<file path="src/rtl/dsc_pkg.sv">
package dsc_pkg;
  typedef enum logic [1:0] {
    PH_IDLE  = 2'd0,
    PH_INTEG = 2'd1,
    PH_DEINT = 2'd2
  } phase_e;

  localparam int          DIGIT_W   = 4;
  localparam logic [3:0]  DIGIT_TOP = 4'd9;
endpackage

</file>
<file path="src/rtl/dsc_sync.sv">
module dsc_sync #(
  parameter int STAGES = 2
) (
  input  logic clk,
  input  logic rst,
  input  logic d,
  output logic q
);
  logic [STAGES-1:0] pipe;

  generate
    if (STAGES == 1) begin : g_single
      always_ff @(posedge clk) begin
        if (rst) pipe <= '0;
        else     pipe <= d;
      end
    end else begin : g_chain
      always_ff @(posedge clk) begin
        if (rst) pipe <= '0;
        else     pipe <= {pipe[STAGES-2:0], d};
      end
    end
  endgenerate

  assign q = pipe[STAGES-1];
endmodule

</file>
<file path="src/rtl/dsc_bcd_counter.sv">
module dsc_bcd_counter
  import dsc_pkg::*;
#(
  parameter int DIGITS = 4,
  localparam int W = DIGIT_W * DIGITS
) (
  input  logic         clk,
  input  logic         rst,
  input  logic         clr,
  input  logic         inc,
  output logic [W-1:0] value,
  output logic         wrap
);
  logic [DIGITS:0]   carry;
  logic [DIGITS-1:0] at_nine;

  assign carry[0] = inc;

  generate
    for (genvar g = 0; g < DIGITS; g++) begin : g_decade
      logic [DIGIT_W-1:0] dig;

      always_ff @(posedge clk) begin
        if (rst || clr)    dig <= '0;
        else if (carry[g]) dig <= at_nine[g] ? '0 : dig + 4'd1;
      end

      assign at_nine[g]             = (dig == DIGIT_TOP);
      assign carry[g+1]             = carry[g] & at_nine[g];
      assign value[g*DIGIT_W +: DIGIT_W] = dig;
    end
  endgenerate

  // full-scale rollover: the increment ripples out of the top decade
  assign wrap = carry[DIGITS];
endmodule

</file>
<file path="src/rtl/dsc_ctrl.sv">
module dsc_ctrl
  import dsc_pkg::*;
#(
  parameter int RES_W = 16
) (
  input  logic             clk,
  input  logic             rst,
  input  logic             start,
  input  logic             cmp_s,
  input  logic [RES_W-1:0] cnt_val,
  input  logic             cnt_wrap,
  output logic             cnt_clr,
  output logic             cnt_inc,
  output logic             sel_input,
  output logic             sel_ref,
  output logic             done,
  output logic             overrange,
  output logic [RES_W-1:0] result
);
  phase_e st;

  assign cnt_clr = start;
  assign cnt_inc = !start && cmp_s && (st != PH_IDLE);

  always_ff @(posedge clk) begin
    if (rst) begin
      st        <= PH_IDLE;
      sel_input <= 1'b1;
      sel_ref   <= 1'b0;
      done      <= 1'b0;
      overrange <= 1'b0;
      result    <= '0;
    end else begin
      done <= 1'b0;
      if (start) begin
        st        <= PH_INTEG;
        sel_input <= 1'b1;
        sel_ref   <= 1'b0;
        overrange <= 1'b0;
      end else begin
        case (st)
          PH_INTEG: begin
            if (cnt_wrap) begin
              st        <= PH_DEINT;
              sel_input <= 1'b0;
              sel_ref   <= 1'b1;
            end
          end
          PH_DEINT: begin
            if (!cmp_s || cnt_wrap) begin
              st        <= PH_IDLE;
              sel_ref   <= 1'b0;
              done      <= 1'b1;
              result    <= cnt_val;
              overrange <= cnt_wrap;
            end
          end
          default: ;
        endcase
      end
    end
  end
endmodule

</file>
<file path="src/rtl/dual_slope_seq.sv">
module dual_slope_seq
  import dsc_pkg::*;
#(
  parameter int DIGITS      = 4,
  parameter int SYNC_STAGES = 2,
  localparam int RES_W      = DIGIT_W * DIGITS
) (
  input  logic             clk,
  input  logic             rst,
  input  logic             start,
  input  logic             cmp_raw,
  output logic             sel_input,
  output logic             sel_ref,
  output logic [RES_W-1:0] result,
  output logic             overrange,
  output logic             done
);
  logic             cmp_s;
  logic             cnt_clr;
  logic             cnt_inc;
  logic             cnt_wrap;
  logic [RES_W-1:0] cnt_val;

  dsc_sync #(.STAGES(SYNC_STAGES)) u_sync (
    .clk (clk),
    .rst (rst),
    .d   (cmp_raw),
    .q   (cmp_s)
  );

  dsc_bcd_counter #(.DIGITS(DIGITS)) u_cnt (
    .clk   (clk),
    .rst   (rst),
    .clr   (cnt_clr),
    .inc   (cnt_inc),
    .value (cnt_val),
    .wrap  (cnt_wrap)
  );

  dsc_ctrl #(.RES_W(RES_W)) u_ctrl (
    .clk       (clk),
    .rst       (rst),
    .start     (start),
    .cmp_s     (cmp_s),
    .cnt_val   (cnt_val),
    .cnt_wrap  (cnt_wrap),
    .cnt_clr   (cnt_clr),
    .cnt_inc   (cnt_inc),
    .sel_input (sel_input),
    .sel_ref   (sel_ref),
    .done      (done),
    .overrange (overrange),
    .result    (result)
  );
endmodule

</file>
<file path="config.mk">
export PLATFORM = sky130hd
export DESIGN_NAME = dual_slope_seq
export DESIGN_NICKNAME = d
export VERILOG_FILES = /design/src/rtl/dsc_pkg.sv /design/src/rtl/dsc_sync.sv /design/src/rtl/dsc_bcd_counter.sv /design/src/rtl/dsc_ctrl.sv /design/src/rtl/dual_slope_seq.sv
export SDC_FILE = /design/constraint.sdc
export NUM_CORES = 1
export LEC_CHECK = 0
export BUFFER_PORTS_ARGS = -buffer_cell sky130_fd_sc_hd__buf_4
export CAP_MARGIN = 20
export CORE_MARGIN = 3
export CORE_UTILIZATION = 25
export DETAILED_ROUTE_END_ITERATION = 12
export PLACE_DENSITY = 0.42
export SLEW_MARGIN = 15
export SYNTH_ARGS = -nofsm -noshare
export SYNTH_HDL_FRONTEND = slang
export SYNTH_HIERARCHICAL = 1
export SYNTH_SLANG_ARGS = --single-unit
</file>
<file path="constraint.sdc">
create_clock -name clk -period 3.07 [get_ports clk]
set_input_delay 0.307 -clock clk [delete_from_list [all_inputs] [get_ports clk]]
set_output_delay 0.307 -clock clk [all_outputs]
set_load 0.01 [all_outputs]
</file>
; After elaboration in Yosys (flattened, before gate mapping)
; Cells that the tools add are included.
[word_totals]
mem_bits_ro = 0
memories = 0
in_bits = 4
word_cells = 60
latch_bits = 0
reg_bits = 40
ram_bits = 0
[op_classes]
n_addsub = 4
magnitude_cmp = 0
n_eq_ne = 10
n_mul = 0
bitwise = 6
reduce_logical = 16
div_mod_pow = 0
mux = 12
shifts = 0
[op_table]
columns = cell, count
row1 = adder 4 x 1 -> 4 bit (second input constant), 4
row2 = equality test 4 bit (second input constant), 4
row3 = 2-to-1 mux 4 bit, 4
row4 = AND reduction 3 bit, 3
row5 = != test 3 x 2 -> 1 bit (second input constant), 2
row6 = AND 1 bit, 4
row7 = 2-to-1 mux 1 bit, 4
row8 = 2-to-1 mux 2 bit, 2
row9 = != test 2 x 1 -> 1 bit (second input constant), 2
row10 = one-hot mux 2 bit (2 select lines), 1
row11 = AND reduction 2 bit, 2
row12 = nonzero test 2 bit, 2
row13 = nonzero test 3 bit, 1
row14 = OR reduction 3 bit, 1
row15 = equality test 2 x 1 -> 1 bit (second input constant), 1
row16 = equality test 2 bit (second input constant), 1
row17 = logical AND 1 bit, 2
row18 = zero test 1 bit, 2
row19 = logical OR 1 bit, 2
row20 = NOT 1 bit, 2
row21 = one-hot mux 1 bit (2 select lines), 1
row22 = OR reduction 2 bit, 1

; Longest topological paths before layout
; Gate-level depths: netlist of the first run.
[depth]
depth_word = 11
ltp_mapped = 10

; Cells and area by module
; The synthesis of the first run kept the hierarchy.
[by_module_without_submodules]
columns = module, cells_each, area_each_um2, instances, seq_area_each_um2
row1 = dsc_ctrl, 93, 962.2, 1, 420.4
row2 = dsc_bcd_counter, 92, 787.0, 1, 320.3
row3 = dsc_sync, 4, 52.6, 1, 40.0

; Least setup slack after synthesis of the first run
; OpenSTA, ideal clock, no wires.
[synth_path]
path_type = reg-to-reg
from = register u_ctrl.st[1]
to = register u_ctrl.result[10]
path_slack_ps = 243
required_time_ps = 2998
arrival_ps = 2755
period_less_slack_ps = 2827
path_buffers = 2
path_stages_with_launch = 11
cell_sequence = dfxtp_1 > nor2_1 > nor3b_1 > and3_1 > buf_2 > nand4_2 > nor3b_1 > nor2b_2 > nor3_4 > buf_12 > mux2i_1
[synth_between]
elab_chain_cells = 8
[synth_lines]
columns = element, line_no
row1 = start: declaration, dsc_ctrl.sv:20  ; phase_e st;
row2 = start signal: assignment, dsc_ctrl.sv:27  ; st <= PH_IDLE;
row3 = start signal: assignment, dsc_ctrl.sv:36  ; st <= PH_INTEG;
row4 = start signal: assignment, dsc_ctrl.sv:44  ; st <= PH_DEINT;
row5 = nonzero test 2 bit, dsc_ctrl.sv:23  ; assign cnt_inc = !start && cmp_s && (st != PH_IDLE);
row6 = logical AND 1 bit, dsc_ctrl.sv:23
row7 = net cnt_inc, dual_slope_seq.sv:20  ; logic cnt_inc;
row8 = AND 1 bit (4 in series), dsc_bcd_counter.sv:29  ; assign carry[g+1] = carry[g] & at_nine[g];
row9 = net cnt_wrap, dual_slope_seq.sv:21  ; logic cnt_wrap;
row10 = logical OR 1 bit, dsc_ctrl.sv:50  ; if (!cmp_s || cnt_wrap) begin
row11 = AND reduction 3 bit (no line), --
row12 = end signal: assignment, dsc_ctrl.sv:54  ; result <= cnt_val;
row13 = end: declaration, dsc_ctrl.sv:18  ; output logic [RES_W-1:0] result
; The timed path passes the listed nets, and every way through them passes these cells.
; A chain may end at the register's enable or synchronous reset.

; Final worst setup path of the first run
[layout_path]
from = register u_ctrl.st[1]
to = register u_ctrl.result[1]
; The elaborated chain is that of the path after synthesis.

==> metrics.yaml, run 1 <==
power:
  p_switching_uw: 194.7
  power_frac_comb_pct: 3.0
  ir_drop_mv: 0.1385
  p_int_uw: 725.3
  power.share.switching_pct: 21.16
  p_seq_share_pct: 55.4
  clock_power_share_pct: 41.7
  power_density_mw_per_mm2: 428.5
  p_leak_nw: 0.7099
logic_synthesis:
  yosys.area_share.xor_xnor_pct: 2.431
  synth_edf_count: 0
  synth_area_mm2: 0.001802
  synthesis.nets: 193
  syn_inst: 189
  ys_seq_elements: 39
  synth_ff_type: "dfxtp_1"
  syn_avg_cell_area_um2: 9.533
  yosys.area.top_type: "dfxtp_1"
  yosysTopAreaCellShare_pct: 43.33
  synthAdderAreaFrac_pct: 0
  synth_top_family_by_area: "simple AND/OR/NAND/NOR gates"
  synth-simple-area-share_pct: 32.43
  synth_compound_area_share_pct: 7.847
  synthArstFlopShare_pct: 0
  yosysWarnings: 6
  yosys.cell_types.count: 42
  synth-seq-area-share_pct: 43.33
  muxShareOfSynthArea_pct: 9.444
  synthTopCellsByArea: "dfxtp_1 43%, nand2b_1 11%, mux2i_1 9.4%, a21oi_1 3.1%, nor2_1 2.3%"
setup_path:
  crit_buf_inv: 1
  critPathTopFamily: "simple AND/OR/NAND/NOR gates"
  cp.required_ns: 3.29
  cpPeakStageDelay_ns: 0.51
  crit_path_start_kind: "register"
  path_max_fanout: 9
  r2r_cells: 9
  r2r_slack_ns: 0.39
  r2r-start: "u_ctrl/st[1]"
  path_cells: "nor2_1, nor3b_1, and3_1, nand4_2, nor3b_1, nor2b_2, nor3_4, buf_4, mux2i_1"
  slowest_stage: "nor3b_1"
  cp_common_cell: "nor3b_1"
  crit_path_end_kind: "register"
  r2r-end: "u_ctrl/result[1]"
  path_class: "reg2reg"
  cp.arrival_ns: 2.90
detailed_routing:
  wirelength_mm: 3.701
  drtIter0Drc: 52
  wl_per_cell_um: 11.98
  ant_nets: 0
  firstDrtPassIters: 4
  vias_per_cell: 4.353
  via_count: 1345
  drcViolationCount: 0
timing:
  final-hold-violation-count: 0
  period_needed_ns: 2.679
  clock_skew_ns: 0.004187
  whs_ns: 0.2234
  drv_slew: 0
  rsz0062_at_grt: "false"
  timing.slew.headroom_pct: 64.40
  tightest_slew_ns: 0.5328
  max_freq_ghz: 0.3733
  fin_ws_ns: 0.3914
  setup_tns_ns: 0
  setup_violations: 0
  fin_crit_sh_pct: 87.25
clocking:
  post_cts_resized: 0
  cts_tree: "done"
  cts_setup_buffers: 0
  cts.hold.buffers_added: 0
  root_buffer: "clkbuf_8"
  numCtsBuffers: 5
  cts_max_path_buffers: 2
  path_clk_slew_ns: 0.07
  clock_latency_ns: 0.29
  clock-sinks: 39
  htreeDepth: 2
finish:
  design_area_mm2: 0.002147
  final_common_cell: "dfxtp_1"
  num_antenna_cells: 0
  layout_common_cells: "39 x dfxtp_1, 33 x nand2b_1, 26 x buf_4, 17 x mux2i_1"
  drive_above_1_share_pct: 20.19
  fin_nets: 216
  area_growth_pct: 19.17
floorplan:
  fp.dieW_um: 90.90
  initial_core_util_pct: 26.09
  rows: 30
  ioPinCount: 24
  fp.dieH_um: 90.90
  dieArea_mm2: 0.008262
  fp.coreArea_mm2: 0.006907
hold_path:
  hold_start: "cmp_raw"
  hold_end: "u_sync/pipe[0]"
  min_path_type: "in2reg"
  holdPathStages: 2
global_route:
  antenna_found_initial: 0
  grt_max_degree: 42
  gr-total-overflow: 0
  grt_pass1_vias: 1312
  grt_usage_pct: 9.709
  grt_pass1_wl_mm: 6.437
placement:
  placed_area_mm2: 0.002047
  place.detailed.hpwl_mm: 2.547
  post-place-ws_ns: 0.3692
  port_buffers: 23
  gp_congestion: 0.7602
run:
  maxCapViolCount: 0
status:
  status: "finished, final reports clean"
worst max path at each step:
stage          depth (start not counted)          from                end
6_report                               9  u_ctrl/st[1]   u_ctrl/result[1]
5_1_grt                                9  u_ctrl/st[1]   u_ctrl/result[1]
4_1_cts                                9  u_ctrl/st[1]   u_ctrl/result[1]
3_5_place_dp                           9  u_ctrl/st[1]   u_ctrl/result[1]
3_3_place_gp                           9  u_ctrl/st[1]   u_ctrl/result[1]
2_1_floorplan                         10  u_ctrl/st[1]  u_ctrl/result[10]
cell families (layout without fill, tap and decap cells):
| family | after synthesis | in the layout |
|---|---|---|
| AO/OA/AOI/OAI | 24 | 24 |
| XOR/XNOR | 5 | 5 |
| buffers and inverters | 13 | 37 |
| flip-flops | 39 | 39 |
| multiplexers | 17 | 17 |
| AND/OR/NAND/NOR | 91 | 91 |
power groups by stage:
| stage | clock network, mW | logic (mW) | registers (mW) |
|---|---|---|---|
| floorplan | 0 | 0.0231 | 0.521 |
| global placement | 0 | 0.0283 | 0.522 |
| detailed placement | 0 | 0.0280 | 0.521 |
| CTS | 0.401 | 0.0282 | 0.509 |
| global route | 0.423 | 0.0302 | 0.510 |
| finish | 0.383 | 0.0272 | 0.510 |
through the flow:
step	instances	power (mW)	utilization (%)
finish	309	0.9201	31.09
global route	309	0.9633	31.09
detailed placement	301	0.5495	29.64
CTS	309	0.9384	31.09
floorplan	189	0.5440	-
global placement	301	0.5499	29.64
state kept, by name, summed over array words and instances, names as in the netlist:
name	count
u_ctrl/overrange	1
u_ctrl/result	16
u_sync/pipe	2
u_ctrl/done	1
u_ctrl/st	2
u_cnt/g_decade.dig	16
u_ctrl/sel_input	1
routing by layer:
layer	part of all wire, %	routed length [um]	GRT usage (%)
met4	1.9	72	4.523
met1	50	1835	12.41
met5	0	0	0
met2	45	1664	15.19
met3	3.5	128	2.583
layout make-up:
type | count | area, um2
clock buffers | 8 | 100.1
fillers | 760 | 4760
inverters | 3 | 11.26
multi-input cells | 137 | 939.7
flip-flops and latches | 39 | 780.7
well taps | 96 | 120.1
repair buffers | 26 | 195.2
Yosys cell counts (all sizes together) (2+ instances only):
cell / instances
dfxtp: 39
nand2: 8
nor2b: 7
mux2i: 17
inv: 3
nor3: 2
nor3b: 5
nand3: 5
clkbuf: 6
o21ai: 5
buf: 4
a31oi: 2
o32ai: 2
nand2b: 34
nand4: 2
xor2: 4
a21oi: 11
nor4: 2
nor2: 11
or3: 4
nand3b: 4
Power figures use the tool's default switching activity.
==> run 2, diff against run 1 <==
ABC_AREA = 1   (was not set)
SKIP_LAST_GASP = 1   (was not set)
==> metrics.yaml, run 2 <==
setup_path:
  r2r-start: "u_ctrl/st[0]"
  crit_path_end_kind: "register"
  path_class: "reg2reg"
  r2r_slack_ns: 0.56
  r2r-end: "u_ctrl/result[7]"
  r2r_cells: 12
  cp.arrival_ns: 2.73
  crit_path_start_kind: "register"
  cp.required_ns: 3.29
  path_max_fanout: 18
timing:
  period_needed_ns: 2.506
  rsz0062_at_grt: "false"
  max_freq_ghz: 0.3990
  setup_tns_ns: 0
  fin_crit_sh_pct: 81.64
  drv_slew: 0
  fin_ws_ns: 0.5637
  clock_skew_ns: 0.007895
  timing.slew.headroom_pct: 73.12
  whs_ns: 0.1991
  tightest_slew_ns: 0.4023
  final-hold-violation-count: 0
  setup_violations: 0
clocking:
  clock-sinks: 39
  post_cts_resized: 0
  htreeDepth: 2
  numCtsBuffers: 5
  cts_setup_buffers: 0
  cts_max_path_buffers: 2
  cts.hold.buffers_added: 0
  root_buffer: "clkbuf_8"
  path_clk_slew_ns: 0.07
  cts_tree: "done"
  clock_latency_ns: 0.28
finish:
  final_util_pct: 30.94
  multi_input_area_um2: 825.8
  seq_area_um2: 780.7
  nFillCells: 761
  area_growth_pct: 18.45
  layout.cells.non_filler: 377
  drive_above_1_share_pct: 16.01
  final_common_cell: "nand2_1"
  layout_common_cells: "55 x nand2_1, 53 x nor2_1, 39 x dfxtp_1, 38 x inv_1, 24 x buf_4"
  num_antenna_cells: 0
  design_area_mm2: 0.002137
  layout_top_registers: "u_cnt/g_decade.dig: 16 flops, u_ctrl/result: 16 flops"
  fin_nets: 286
logic_synthesis:
  synthTopCellsByArea: "dfxtp_1 43%, nand2_1 11%, nor2_1 11%, inv_1 7.9%, nand4_1 6.6%"
  synth_edf_count: 0
  ys_top_cells_by_count: "55 x nand2_1, 53 x nor2_1, 39 x dfxtp_1"
  yosysTopAreaCellShare_pct: 43.27
  yosysMostFrequentCell: "nand2_1"
  yosys.cell_types.count: 23
  synth_ff_type: "dfxtp_1"
  yosys.area.top_type: "dfxtp_1"
  syn_avg_cell_area_um2: 6.993
  synth-seq-area-share_pct: 43.27
  yosysWarnings: 6
  synth_area_mm2: 0.001804
  synthArstFlopShare_pct: 0
  syn_inst: 258
  ys_seq_elements: 39
  synthesis.nets: 262
detailed_routing:
  via_count: 1547
  vias_per_cell: 4.103
  wl_per_cell_um: 9.828
  wirelength_mm: 3.705
  drtIter0Drc: 67
  firstDrtPassIters: 4
  ant_nets: 0
  drcViolationCount: 0
global_route:
  grt_max_degree: 21
  antenna_found_initial: 0
  grt_pass1_vias: 1398
  grt_use_met1_pct: 12.82
  gr-total-overflow: 0
  use_met3_pct: 2.320
  grt_most_used_layer: "met2"
  met2_usage_pct: 13.98
  grt_pass1_wl_mm: 6.341
  grt_usage_pct: 9.370
floorplan:
  rows: 30
  dieArea_mm2: 0.008272
  ioPinCount: 24
  fp.dieH_um: 90.95
  fp.dieW_um: 90.95
  fp.coreArea_mm2: 0.006907
  initial_core_util_pct: 26.12
hold_path:
  hold_end: "u_ctrl/done"
  min_path_type: "in2reg"
  holdPathStages: 2
  hold_start: "start"
power:
  power_uw: 862.6
  p_leak_nw: 0.8155
  ir_drop_mv: 0.1184
  power_density_mw_per_mm2: 403.6
placement:
  port_buffers: 23
  post-place-ws_ns: 0.5549
  placed_area_mm2: 0.002064
  gp_congestion: 0.8044
  place.detailed.hpwl_mm: 2.762
  dp_cells: 371
status:
  status: "finished, final reports clean"
run:
  maxCapViolCount: 0
-- run 2: cell types whose count changed in the layout (fill, tap and decap cells not counted), moves of 17 or more --
| cell | previous run | this run |
|---|---|---|
| nand2b_1 | 33 | 0 |
| nor2_1 | 11 | 53 |
| nand2_1 | 8 | 55 |
| inv_1 | 3 | 38 |
| nand4_1 | 1 | 19 |
| mux2i_1 | 17 | 0 |
-- run 2: cells by family (layout without fill, tap and decap cells) --
group | count (synthesis) | in the layout | share of synthesized area (%)
flip-flops | 39 | 39 | 43.27
buffers and inverters | 49 | 72 | 10.96
AND/OR/NAND/NOR | 148 | 148 | 39.25
XOR/XNOR | 1 | 1 | 0.4855
AO/OA/AOI/OAI | 21 | 21 | 6.034
-- run 2: area by class of cell --
| cell class | instances | area share (%) |
|---|---|---|
| well taps | 96 | 5.621 |
| inverters | 42 | 7.377 |
| multi-input cells | 170 | 38.64 |
| flip-flops and latches | 39 | 36.53 |
| clock buffers | 6 | 3.396 |
| repair buffers | 24 | 8.431 |
-- run 2: worst max-delay path by stage --
stage            startpoint                end  slack, ns  depth (start not counted)
3_3_place_gp          start  u_ctrl/result[11]       0.58                         14
4_1_cts        u_ctrl/st[0]   u_ctrl/result[7]       0.54                         12
5_1_grt        u_ctrl/st[0]   u_ctrl/result[2]       0.26                         12
6_report       u_ctrl/st[0]   u_ctrl/result[7]       0.56                         12
3_5_place_dp          start   u_ctrl/result[7]       0.55                         14
2_1_floorplan         start  u_ctrl/result[10]       0.79                         15
-- run 2: where the power goes --
group / internal, mW / leakage (nW) / switching (mW)
sequential: 0.508 / 0.315 / 0.00258
combinational: 0.00960 / 0.464 / 0.0239
clock: 0.152 / 0.0371 / 0.167
total: 0.669 / 0.815 / 0.194
-- run 2: per-layer routing --
metal | wire, um | vias up
met5 | 0 | -
met4 | 35 | 0
met3 | 117 | 2
met2 | 1600 | 26
met1 | 1952 | 672
li1 | - | 847
-- run 2: critical path: stages (launching register included) --
cell	delay, ns
dfxtp_1	0.47
inv_1	0.07
a21oi_1	0.29
nand3_2	0.16
nor2_4	0.22
nand3_4	0.14
nor2_1	0.21
inv_1	0.08
nand2_2	0.26
nand2_2	0.14
nor2_8	0.22
nor2_1	0.06
nor2_1	0.09
